### config.mk
export PLATFORM = sky130hd
export DESIGN_NAME = flash_status_unit
export DESIGN_NICKNAME = d
export VERILOG_FILES = /design/src/rtl/fsu_pkg.sv /design/src/rtl/fsu_sync.sv /design/src/rtl/fsu_status_core.sv /design/src/rtl/fsu_read_port.sv /design/src/rtl/flash_status_unit.sv
export SDC_FILE = /design/constraint.sdc
export NUM_CORES = 1
export LEC_CHECK = 0
export CAP_MARGIN = 5
export CORE_MARGIN = 2
export CORE_UTILIZATION = 30
export DETAILED_ROUTE_END_ITERATION = 8
export HOLD_SLACK_MARGIN = 0.08
export SLEW_MARGIN = 20
export SYNTH_ARGS = -nofsm -noshare
export SYNTH_HDL_FRONTEND = slang
export SYNTH_HIERARCHICAL = 1
export SYNTH_SLANG_ARGS = --single-unit
### constraint.sdc
create_clock -name clk_i -period 1.3 [get_ports clk_i]
set_input_delay 0.26 -clock clk_i [delete_from_list [all_inputs] [get_ports clk_i]]
set_output_delay 0.26 -clock clk_i [all_outputs]
set_load 0.01 [all_outputs]
### src/rtl/fsu_pkg.sv
package fsu_pkg;
  localparam int unsigned STAT_W = 8;

  typedef enum logic [2:0] {
    CMD_NONE     = 3'd0,
    CMD_RD_STAT  = 3'd1,
    CMD_CLR_STAT = 3'd2,
    CMD_RD_ARRAY = 3'd3,
    CMD_START_PE = 3'd4
  } cmd_e;

  typedef enum logic {
    VIEW_ARRAY  = 1'b0,
    VIEW_STATUS = 1'b1
  } view_e;

  typedef struct packed {
    logic erase;
    logic prog;
    logic vpp;
    logic prot;
  } fail_t;

  function automatic logic [STAT_W-1:0] pack_status(
    input logic  ready,
    input logic  esusp,
    input logic  psusp,
    input fail_t fl,
    input logic  bit0
  );
    return {ready, esusp, fl.erase, fl.prog, fl.vpp, psusp, fl.prot, bit0};
  endfunction
endpackage

### src/rtl/fsu_sync.sv
module fsu_sync #(
  parameter int unsigned STAGES  = 2,
  parameter logic        RST_VAL = 1'b1
) (
  input  logic clk_i,
  input  logic rst_ni,
  input  logic d_i,
  output logic q_o
);
  logic [STAGES-1:0] chain_q;

  generate
    if (STAGES == 1) begin : g_one
      always_ff @(posedge clk_i or negedge rst_ni) begin
        if (!rst_ni) chain_q <= RST_VAL;
        else         chain_q <= d_i;
      end
    end else begin : g_many
      always_ff @(posedge clk_i or negedge rst_ni) begin
        if (!rst_ni) chain_q <= {STAGES{RST_VAL}};
        else         chain_q <= {chain_q[STAGES-2:0], d_i};
      end
    end
  endgenerate

  assign q_o = chain_q[STAGES-1];
endmodule

### src/rtl/fsu_status_core.sv
module fsu_status_core
  import fsu_pkg::*;
#(
  parameter int unsigned BANK_W = 2
) (
  input  logic              clk_i,
  input  logic              rst_ni,
  input  logic [2:0]        cmd_i,
  input  logic              ev_busy_i,
  input  logic              ev_done_i,
  input  logic              ev_esusp_i,
  input  logic              ev_psusp_i,
  input  logic              ev_resume_i,
  input  logic [BANK_W-1:0] ev_bank_i,
  input  fail_t             fail_i,
  input  logic              fbuf_mode_i,
  input  logic              fbuf_rdy_i,
  input  logic [BANK_W-1:0] addr_bank_i,
  output logic [STAT_W-1:0] status_o,
  output view_e             view_o,
  output logic              eng_start_o,
  output logic              cmd_rej_o
);
  logic              ready_q, esusp_q, psusp_q;
  fail_t             fail_q, fail_d;
  logic [BANK_W-1:0] bank_q;
  view_e             view_q;
  logic              rd_stat, clr_stat, rd_arr, start_cmd, any_fail, bit0;

  assign rd_stat   = (cmd_i == CMD_RD_STAT);
  assign clr_stat  = (cmd_i == CMD_CLR_STAT);
  assign rd_arr    = (cmd_i == CMD_RD_ARRAY);
  assign start_cmd = (cmd_i == CMD_START_PE);
  assign any_fail  = |fail_q;

  // engine state, fixed precedence
  always_ff @(posedge clk_i or negedge rst_ni) begin
    if (!rst_ni) begin
      ready_q <= 1'b1;
      esusp_q <= 1'b0;
      psusp_q <= 1'b0;
      bank_q  <= '0;
    end else if (ev_done_i) begin
      ready_q <= 1'b1;
      esusp_q <= 1'b0;
      psusp_q <= 1'b0;
    end else if (ev_esusp_i) begin
      ready_q <= 1'b1;
      esusp_q <= 1'b1;
    end else if (ev_psusp_i) begin
      ready_q <= 1'b1;
      psusp_q <= 1'b1;
    end else if (ev_resume_i) begin
      ready_q <= 1'b0;
      esusp_q <= 1'b0;
      psusp_q <= 1'b0;
    end else if (ev_busy_i) begin
      ready_q <= 1'b0;
      bank_q  <= ev_bank_i;
    end
  end

  // sticky flags: new failures only while busy, set beats clear
  always_comb begin
    fail_d = clr_stat ? fail_t'('0) : fail_q;
    if (!ready_q) fail_d = fail_d | fail_i;
  end

  always_ff @(posedge clk_i or negedge rst_ni) begin
    if (!rst_ni) fail_q <= '0;
    else         fail_q <= fail_d;
  end

  always_ff @(posedge clk_i or negedge rst_ni) begin
    if (!rst_ni) begin
      view_q      <= VIEW_ARRAY;
      eng_start_o <= 1'b0;
      cmd_rej_o   <= 1'b0;
    end else begin
      eng_start_o <= start_cmd && !any_fail;
      cmd_rej_o   <= start_cmd && any_fail;
      if (rd_stat || (start_cmd && !any_fail)) view_q <= VIEW_STATUS;
      else if (rd_arr)                         view_q <= VIEW_ARRAY;
    end
  end

  always_comb begin
    if (ready_q)          bit0 = 1'b0;
    else if (fbuf_mode_i) bit0 = !fbuf_rdy_i;
    else                  bit0 = (addr_bank_i != bank_q);
  end

  assign status_o = pack_status(ready_q, esusp_q, psusp_q, fail_q, bit0);
  assign view_o   = view_q;

  p_fail_sticky_r4: assert property (@(posedge clk_i) disable iff (!rst_ni)
    !clr_stat |=> ((fail_q & $past(fail_q)) == $past(fail_q)));
  p_fail_only_busy_r5: assert property (@(posedge clk_i) disable iff (!rst_ni)
    ready_q |=> ((fail_q & ~$past(fail_q)) == '0));
  p_fail_beats_clear_r5: assert property (@(posedge clk_i) disable iff (!rst_ni)
    (clr_stat && !ready_q) |=> ((fail_q & $past(fail_i)) == $past(fail_i)));
  p_bit0_legal_r6: assert property (@(posedge clk_i) disable iff (!rst_ni)
    status_o[7] |-> !status_o[0]);
  p_start_refused_r11: assert property (@(posedge clk_i) disable iff (!rst_ni)
    (start_cmd && any_fail) |=> (cmd_rej_o && !eng_start_o));
  p_start_excl_r11: assert property (@(posedge clk_i) disable iff (!rst_ni)
    !(cmd_rej_o && eng_start_o));
endmodule

### src/rtl/fsu_read_port.sv
module fsu_read_port
  import fsu_pkg::*;
(
  input  logic              clk_i,
  input  logic              rst_ni,
  input  logic              en_i,
  input  logic [STAT_W-1:0] status_i,
  input  view_e             view_i,
  input  logic              burst_i,
  input  logic [STAT_W-1:0] array_i,
  output logic [STAT_W-1:0] data_o,
  output logic              proto_err_o
);
  logic              act_q;
  view_e             view_q;
  logic [STAT_W-1:0] snap_q;
  logic              capture;

  assign capture = en_i && !act_q;

  always_ff @(posedge clk_i or negedge rst_ni) begin
    if (!rst_ni) begin
      act_q       <= 1'b0;
      view_q      <= VIEW_ARRAY;
      snap_q      <= '0;
      proto_err_o <= 1'b0;
    end else begin
      act_q       <= en_i;
      proto_err_o <= capture && burst_i && (view_i == VIEW_STATUS);
      if (capture) begin
        snap_q <= status_i;
        view_q <= view_i;
      end
    end
  end

  always_comb begin
    if (!act_q)                     data_o = '0;
    else if (view_q == VIEW_STATUS) data_o = snap_q;
    else                            data_o = array_i;
  end

  p_status_held_r8: assert property (@(posedge clk_i) disable iff (!rst_ni)
    (act_q && $past(act_q) && view_q == VIEW_STATUS) |-> $stable(data_o));
  p_idle_zero_r9: assert property (@(posedge clk_i) disable iff (!rst_ni)
    !act_q |-> (data_o == '0));
  p_burst_pulse_r10: assert property (@(posedge clk_i) disable iff (!rst_ni)
    proto_err_o |=> !proto_err_o);
endmodule

### src/rtl/flash_status_unit.sv
module flash_status_unit
  import fsu_pkg::*;
#(
  parameter  int unsigned NUM_BANKS   = 4,
  parameter  int unsigned SYNC_STAGES = 2,
  localparam int unsigned BANK_W      = (NUM_BANKS > 1) ? $clog2(NUM_BANKS) : 1
) (
  input  logic              clk_i,
  input  logic              rst_ni,
  input  logic [2:0]        cmd_i,
  input  logic              ev_busy_i,
  input  logic              ev_done_i,
  input  logic              ev_esusp_i,
  input  logic              ev_psusp_i,
  input  logic              ev_resume_i,
  input  logic [BANK_W-1:0] ev_bank_i,
  input  logic              fail_erase_i,
  input  logic              fail_prog_i,
  input  logic              fail_vpp_i,
  input  logic              fail_prot_i,
  input  logic              fbuf_mode_i,
  input  logic              fbuf_rdy_i,
  input  logic              ce_ni,
  input  logic              oe_ni,
  input  logic              burst_i,
  input  logic [BANK_W-1:0] addr_bank_i,
  input  logic [7:0]        array_data_i,
  output logic [7:0]        data_o,
  output logic              proto_err_o,
  output logic              eng_start_o,
  output logic              cmd_rej_o
);
  logic              ce_s_n, oe_s_n, rd_en;
  logic [STAT_W-1:0] status;
  view_e             view;
  fail_t             fail_in;

  assign fail_in = '{erase: fail_erase_i, prog: fail_prog_i, vpp: fail_vpp_i, prot: fail_prot_i};

  fsu_sync #(.STAGES(SYNC_STAGES), .RST_VAL(1'b1)) u_sync_ce (
    .clk_i(clk_i), .rst_ni(rst_ni), .d_i(ce_ni), .q_o(ce_s_n)
  );
  fsu_sync #(.STAGES(SYNC_STAGES), .RST_VAL(1'b1)) u_sync_oe (
    .clk_i(clk_i), .rst_ni(rst_ni), .d_i(oe_ni), .q_o(oe_s_n)
  );

  assign rd_en = !ce_s_n && !oe_s_n;

  fsu_status_core #(.BANK_W(BANK_W)) u_core (
    .clk_i       (clk_i),
    .rst_ni      (rst_ni),
    .cmd_i       (cmd_i),
    .ev_busy_i   (ev_busy_i),
    .ev_done_i   (ev_done_i),
    .ev_esusp_i  (ev_esusp_i),
    .ev_psusp_i  (ev_psusp_i),
    .ev_resume_i (ev_resume_i),
    .ev_bank_i   (ev_bank_i),
    .fail_i      (fail_in),
    .fbuf_mode_i (fbuf_mode_i),
    .fbuf_rdy_i  (fbuf_rdy_i),
    .addr_bank_i (addr_bank_i),
    .status_o    (status),
    .view_o      (view),
    .eng_start_o (eng_start_o),
    .cmd_rej_o   (cmd_rej_o)
  );

  fsu_read_port u_rd (
    .clk_i       (clk_i),
    .rst_ni      (rst_ni),
    .en_i        (rd_en),
    .status_i    (status),
    .view_i      (view),
    .burst_i     (burst_i),
    .array_i     (array_data_i),
    .data_o      (data_o),
    .proto_err_o (proto_err_o)
  );
endmodule

* Yosys cells after proc, flatten, opt, wreduce, memory -nomap -nowiden
Index checks and enable logic that the tools add are counted.
W data, S select, Z words.
** Word-level totals
- Register bits :: 27
- Bits of input ports :: 31
- Word-level logic and storage cells :: 69
** Operators by class
- Eq/ne operators :: 7
- Mux-type cells :: 20
- Bitwise gates (word level) :: 5
- Reductions and logical operators :: 20
** Operators by type and width (number)
- $mux W1 :: 16
- $mux W8 :: 2
- $mux W4 :: 2
- $eq A3 B2 Y1 const B :: 2
- $logic_and A1 B1 Y1 :: 6
- $reduce_bool A3 Y1 :: 2
- $logic_not A1 Y1 :: 5
- $reduce_and A5 Y1 :: 1
- $reduce_bool A5 Y1 :: 1
- $not A1 Y1 :: 4
- $or A4 B4 Y4 :: 1
- $reduce_and A2 Y1 :: 2
- $reduce_or A4 Y1 :: 1
- $eq A3 B1 Y1 const B :: 1
- $eq A3 B3 Y1 const B :: 1
- $ne A3 B3 Y1 const B :: 1
- $ne A2 B2 Y1 :: 1
- $ne A2 B2 Y1 const B :: 1
- $reduce_bool A2 Y1 :: 1
- $logic_or A1 B1 Y1 :: 1

* Longest topological paths before layout
- Depth in word-level cells :: 5
- Gate-level depth with buffers :: 5
- Mapped depth without buffers :: 4

* Hierarchy
The synthesis kept the hierarchy.
** By module, submodules not included
- fsu_read_port :: instances 1, cells an instance 40, area each 571.8 um^2, sequential area each 275.3 um^2
- fsu_status_core :: instances 1, cells an instance 48, area each 535.5 um^2, sequential area each 301.5 um^2
- fsu_sync :: instances 2, cells an instance 2, area each 52.6 um^2, sequential area each 52.6 um^2
- flash_status_unit :: instances 1, cells an instance 1, area each 3.8 um^2, sequential area each 0.0 um^2

* Worst setup path before layout
Ideal clock, no wire load.
- Kind :: reg-to-reg
- Start :: register u_sync_oe.chain_q[1]
- End :: register u_rd.snap_q[0]
- Library setup time :: 0.125 ns
- Arrival time :: 1.102 ns
- Setup slack :: 0.073 ns
- Cell stages (with the launch flop) :: 5
- Path buffers :: 1
- Period minus slack after synthesis :: 1.227 ns
- Cell sequence :: dfstp_2 nor2_1 nor2b_2 buf_6 mux2_4
** On the way
- Word-level cells in the longest chain between the ends :: 3
** RTL lines
- start: declaration :: RTL line fsu_sync.sv:10 : logic [STAGES-1:0] chain_q;
- start signal: assignment :: RTL line fsu_sync.sv:20 : if (!rst_ni) chain_q <= {STAGES{RST_VAL}};
- start signal: assignment :: RTL line fsu_sync.sv:21 : else chain_q <= {chain_q[STAGES-2:0], d_i};
- $logic_not A1 Y1 :: RTL line flash_status_unit.sv:47 : assign rd_en = !ce_s_n && !oe_s_n;
- $logic_and A1 B1 Y1 :: RTL line flash_status_unit.sv:47
- net rd_en :: RTL line flash_status_unit.sv:33 : logic ce_s_n, oe_s_n, rd_en;
- $logic_and A1 B1 Y1 :: RTL line fsu_read_port.sv:19 : assign capture = en_i && !act_q;
- end signal: assignment :: RTL line fsu_read_port.sv:31 : snap_q <= status_i;
- end: declaration :: RTL line fsu_read_port.sv:16 : logic [STAT_W-1:0] snap_q;
The timed path passes the listed nets, and every way through them passes these cells.
A chain may end at the register's enable or synchronous reset.

* Final worst setup path
- Start :: register u_rd.view_q
- End :: output port data_o[1]
** On the way
- Word-level cells in the longest chain between the ends :: 2
** RTL lines
- start: declaration :: RTL line fsu_read_port.sv:15 : view_e view_q;
- start signal: assignment :: RTL line fsu_read_port.sv:32 : view_q <= view_i;
- $mux W8 :: RTL line fsu_read_port.sv:39 : else if (view_q == VIEW_STATUS) data_o = snap_q;
- $mux W8 :: RTL line fsu_read_port.sv:38 : if (!act_q) data_o = '0;
- end: declaration :: RTL line flash_status_unit.sv:28 : output logic [7:0] data_o,
No other way between the ends.

==> flow_summary.toml <==
[pwr]
power.density_nw_per_um2 = 1130
ir_worst_vdd_uv = 619
power.leakage_uw = 0.000893
p_total_uw = 2090

[sta]
min_period_ns = 1.44
worst_slew_pin_slew_ns = 0.381
finalMaxSlewViolations = 0
rsz0062_at_grt = "yes"
fin_crit_sh_pct = 111
holdWs_ns = 0.333
fmax_ghz = 0.693
clock-skew-final_ns = 0.00495
relSlewSlack_pct = 74.4
worst_slack_ns = -0.142
finalHoldViolCount = 0
setup_viol = 17

[worst_hold_path]
hp-class = "in -> async"

[placement]
dpl.hpwl_mm = 1.88
dp_cells = 196
gp_congestion = 0.658
portBuffers = 41

[cells_and_area]
drive_gt1_share_pct = 34.2
finish.net_count = 187
syn2layout_area_growth_pct = 52.4
post-route-util_pct = 47.0
fin_cells = 205
final-seq-area_um2 = 684
multi_input_area_um2 = 478
diodes = 0
fill_cells = 353

[floorplan]
initial_utilization_pct = 30.8
die_w_um = 67.7
dieArea_um2 = 4580
die_h_um = 67.7
pin_count = 42
coreArea_um2 = 3940
rows = 23

[detailed_routing]
drc = 0
via_count = 877
vias_per_cell = 4.28
top_layer_used = "met4"
drt_iter0_markers = 6
wl_met3_um = 136
routed_wl_mm = 2.51
met1Wirelength_mm = 1.11
wl_per_cell_um = 12.2
drtAntennaViolNets = 0
wl_met2_mm = 1.23
first_pass_iters = 4

[yosys]
synth-edff-count = 0
syn_nets = 124
syn_area_um2 = 1220
ys.flop_type = "dfrtp_1"
yosysMostFrequentCell = "dfrtp_1"
synthArstFlopShare_pct = 100
syn_inst = 93
synth_seq_cells = 27
postSynthAreaPerCell_um2 = 13.1
yosysUniqueCellTypes = 26
yosysWarnings = 6
yosysTopAreaCell = "dfrtp_1"
yosys-top-cells-area = "dfrtp_1 45%, mux2_4 11%, dfstp_2 11%"
netlist_top_cells_count = "22 x dfrtp_1, 9 x mux2_4, 8 x mux2i_1, 8 x nor2b_1, 5 x dfstp_2"
synth_top_area_share_pct = 45.3
yosysSeqAreaShare_pct = 56.1

[setup_path]
arrival_ns = 1.18
worstPathMaxFanout = 4
crit_required_ns = 1.04
end_kind = "output port"
critPathKind = "reg -> out"
cp-start-kind = "flop"

[global_routing]
grt_max_degree = 28
grt_pass1_wl_mm = 4.13
grt_usage_pct = 12.3
overflow = 0
antenna_found_initial = 0
grt_pass1_vias = 904

[clock_network]
clock_latency_ns = 0.27
cts_buffer_depth = 2
cts_htree_levels = 1
cts_root_buf = "clkbuf_8"
cts_tree = "built"
clk_pin_slew_ns = 0.09
numCtsBuffers = 3
ctsHoldBuffers = 0
cts_sinks = 27

[outcome]
outcome = "complete, but fails checks"
violations = "setup timing"

[job]
drv_cap = 0
[critical path: stages, from the launching register on]
cell and delay (ns):
dfrtp_2 0.41, buf_4 0.16, mux2i_1 0.11, nor2b_1 0.10, buf_2 0.13
[registers in the layout, indices dropped and copies added (netlist names)]
| register | cells |
|---|---|
| u_rd/snap_q | 8 |
| u_core/status_o | 4 |
| u_core/bank_q | 2 |
| u_sync_ce/chain_q | 2 |
| u_sync_oe/chain_q | 2 |
| u_core/cmd_rej_o | 1 |
| u_core/eng_start_o | 1 |
| u_core/esusp_q | 1 |
| u_core/psusp_q | 1 |
| u_core/ready_q | 1 |
| u_core/view_o | 1 |
| u_rd/act_q | 1 |
| u_rd/proto_err_o | 1 |
| u_rd/view_q | 1 |
[final timing paths]
| path | from | end | slack (ns) | cells past startpoint |
|---|---|---|---|---|
| max reg2reg | u_rd/act_q$_DFF_PN0_ | u_rd/snap_q[4]$_DFFE_PN0P_ | -0.03 | 5 |
| max in group asynchronous | rst_ni | u_sync_ce/chain_q[1]$_DFF_PN1_ | 0.73 | 2 |
| max | u_rd/view_q$_DFFE_PN0P_ | data_o[1] | -0.14 | 4 |
| min in group clk_i | u_sync_oe/chain_q[0]$_DFF_PN1_ | u_sync_oe/chain_q[1]$_DFF_PN1_ | 0.36 | 0 |
| min | rst_ni | u_core/bank_q[0]$_DFFE_PN0P_ | 0.33 | 2 |
| min reg2reg | u_sync_oe/chain_q[0]$_DFF_PN1_ | u_sync_oe/chain_q[1]$_DFF_PN1_ | 0.36 | 0 |
[report_power, final]
part	leakage, µW	switching [µW]	total, µW	internal (µW)
Combinational	0.000538	196	590	394
Sequential	0.000330	71.1	1030	958
Clock	0.0000255	254	468	214
Total	0.000893	521	2090	1570
[cells by family (layout without fill, tap and decap cells)]
kind of cell    Yosys count  count (layout)  share of synthesized area [%]
xor+xnor                  2               2                           1.44
compound gates           11              11                           6.17
mux                      19              19                           19.5
simple gates             24              24                           11.7
flops                    27              27                           56.1
buf+inv                  10              72                           5.04
[per-stage QoR]
step / worst slack (ns) / cell area (µm²) / TNS, ns
6_report: -0.142 / 1850 / -1.26
5_1_grt: -0.234 / 1850 / -2.37
4_1_cts: -0.158 / 1850 / -1.25
3_5_place_dp: -0.436 / 1790 / -4.05
3_3_place_gp: -0.412 / 1790 / -3.82
2_1_floorplan: 0.0730 / 1220 / 0
[layout by cell type, fill, tap and decap left out, types with 3 or more instances in the layout]
master	instances
inv_1	4
clkbuf_8	3
mux2i_1	8
dfstp_2	5
dlygate4sd2_1	3
clkdlybuf4s50_1	30
o21ai_0	3
nor2_1	4
buf_4	16
nand2_1	3
a22o_1	4
dfrtp_1	20
buf_6	5
buf_2	8
nor2b_1	8
mux2_4	9
[area by class of cell]
class,count,share of cell area [%]
clock inverter,1,0.270
multi-input combinational,56,25.8
sequential,27,36.9
inverter,4,0.810
timing repair buffer,64,30.6
clock buffer,3,2.23
tap,50,3.38
[routing by layer]
layer  global-route usage, %  up-vias
li1                        -      441
met1                    14.5      408
met2                    21.8       26
met3                    2.50        2
met4                    4.59        0
met5                       0        -
[timing repair]
action | in CTS | in global routing
buffers inserted | 5 | 0
endpoints found under the setup margin | 20 | 17
gates resized for setup | 45 | 0
Note: power is estimated with default switching activity, not from simulation.
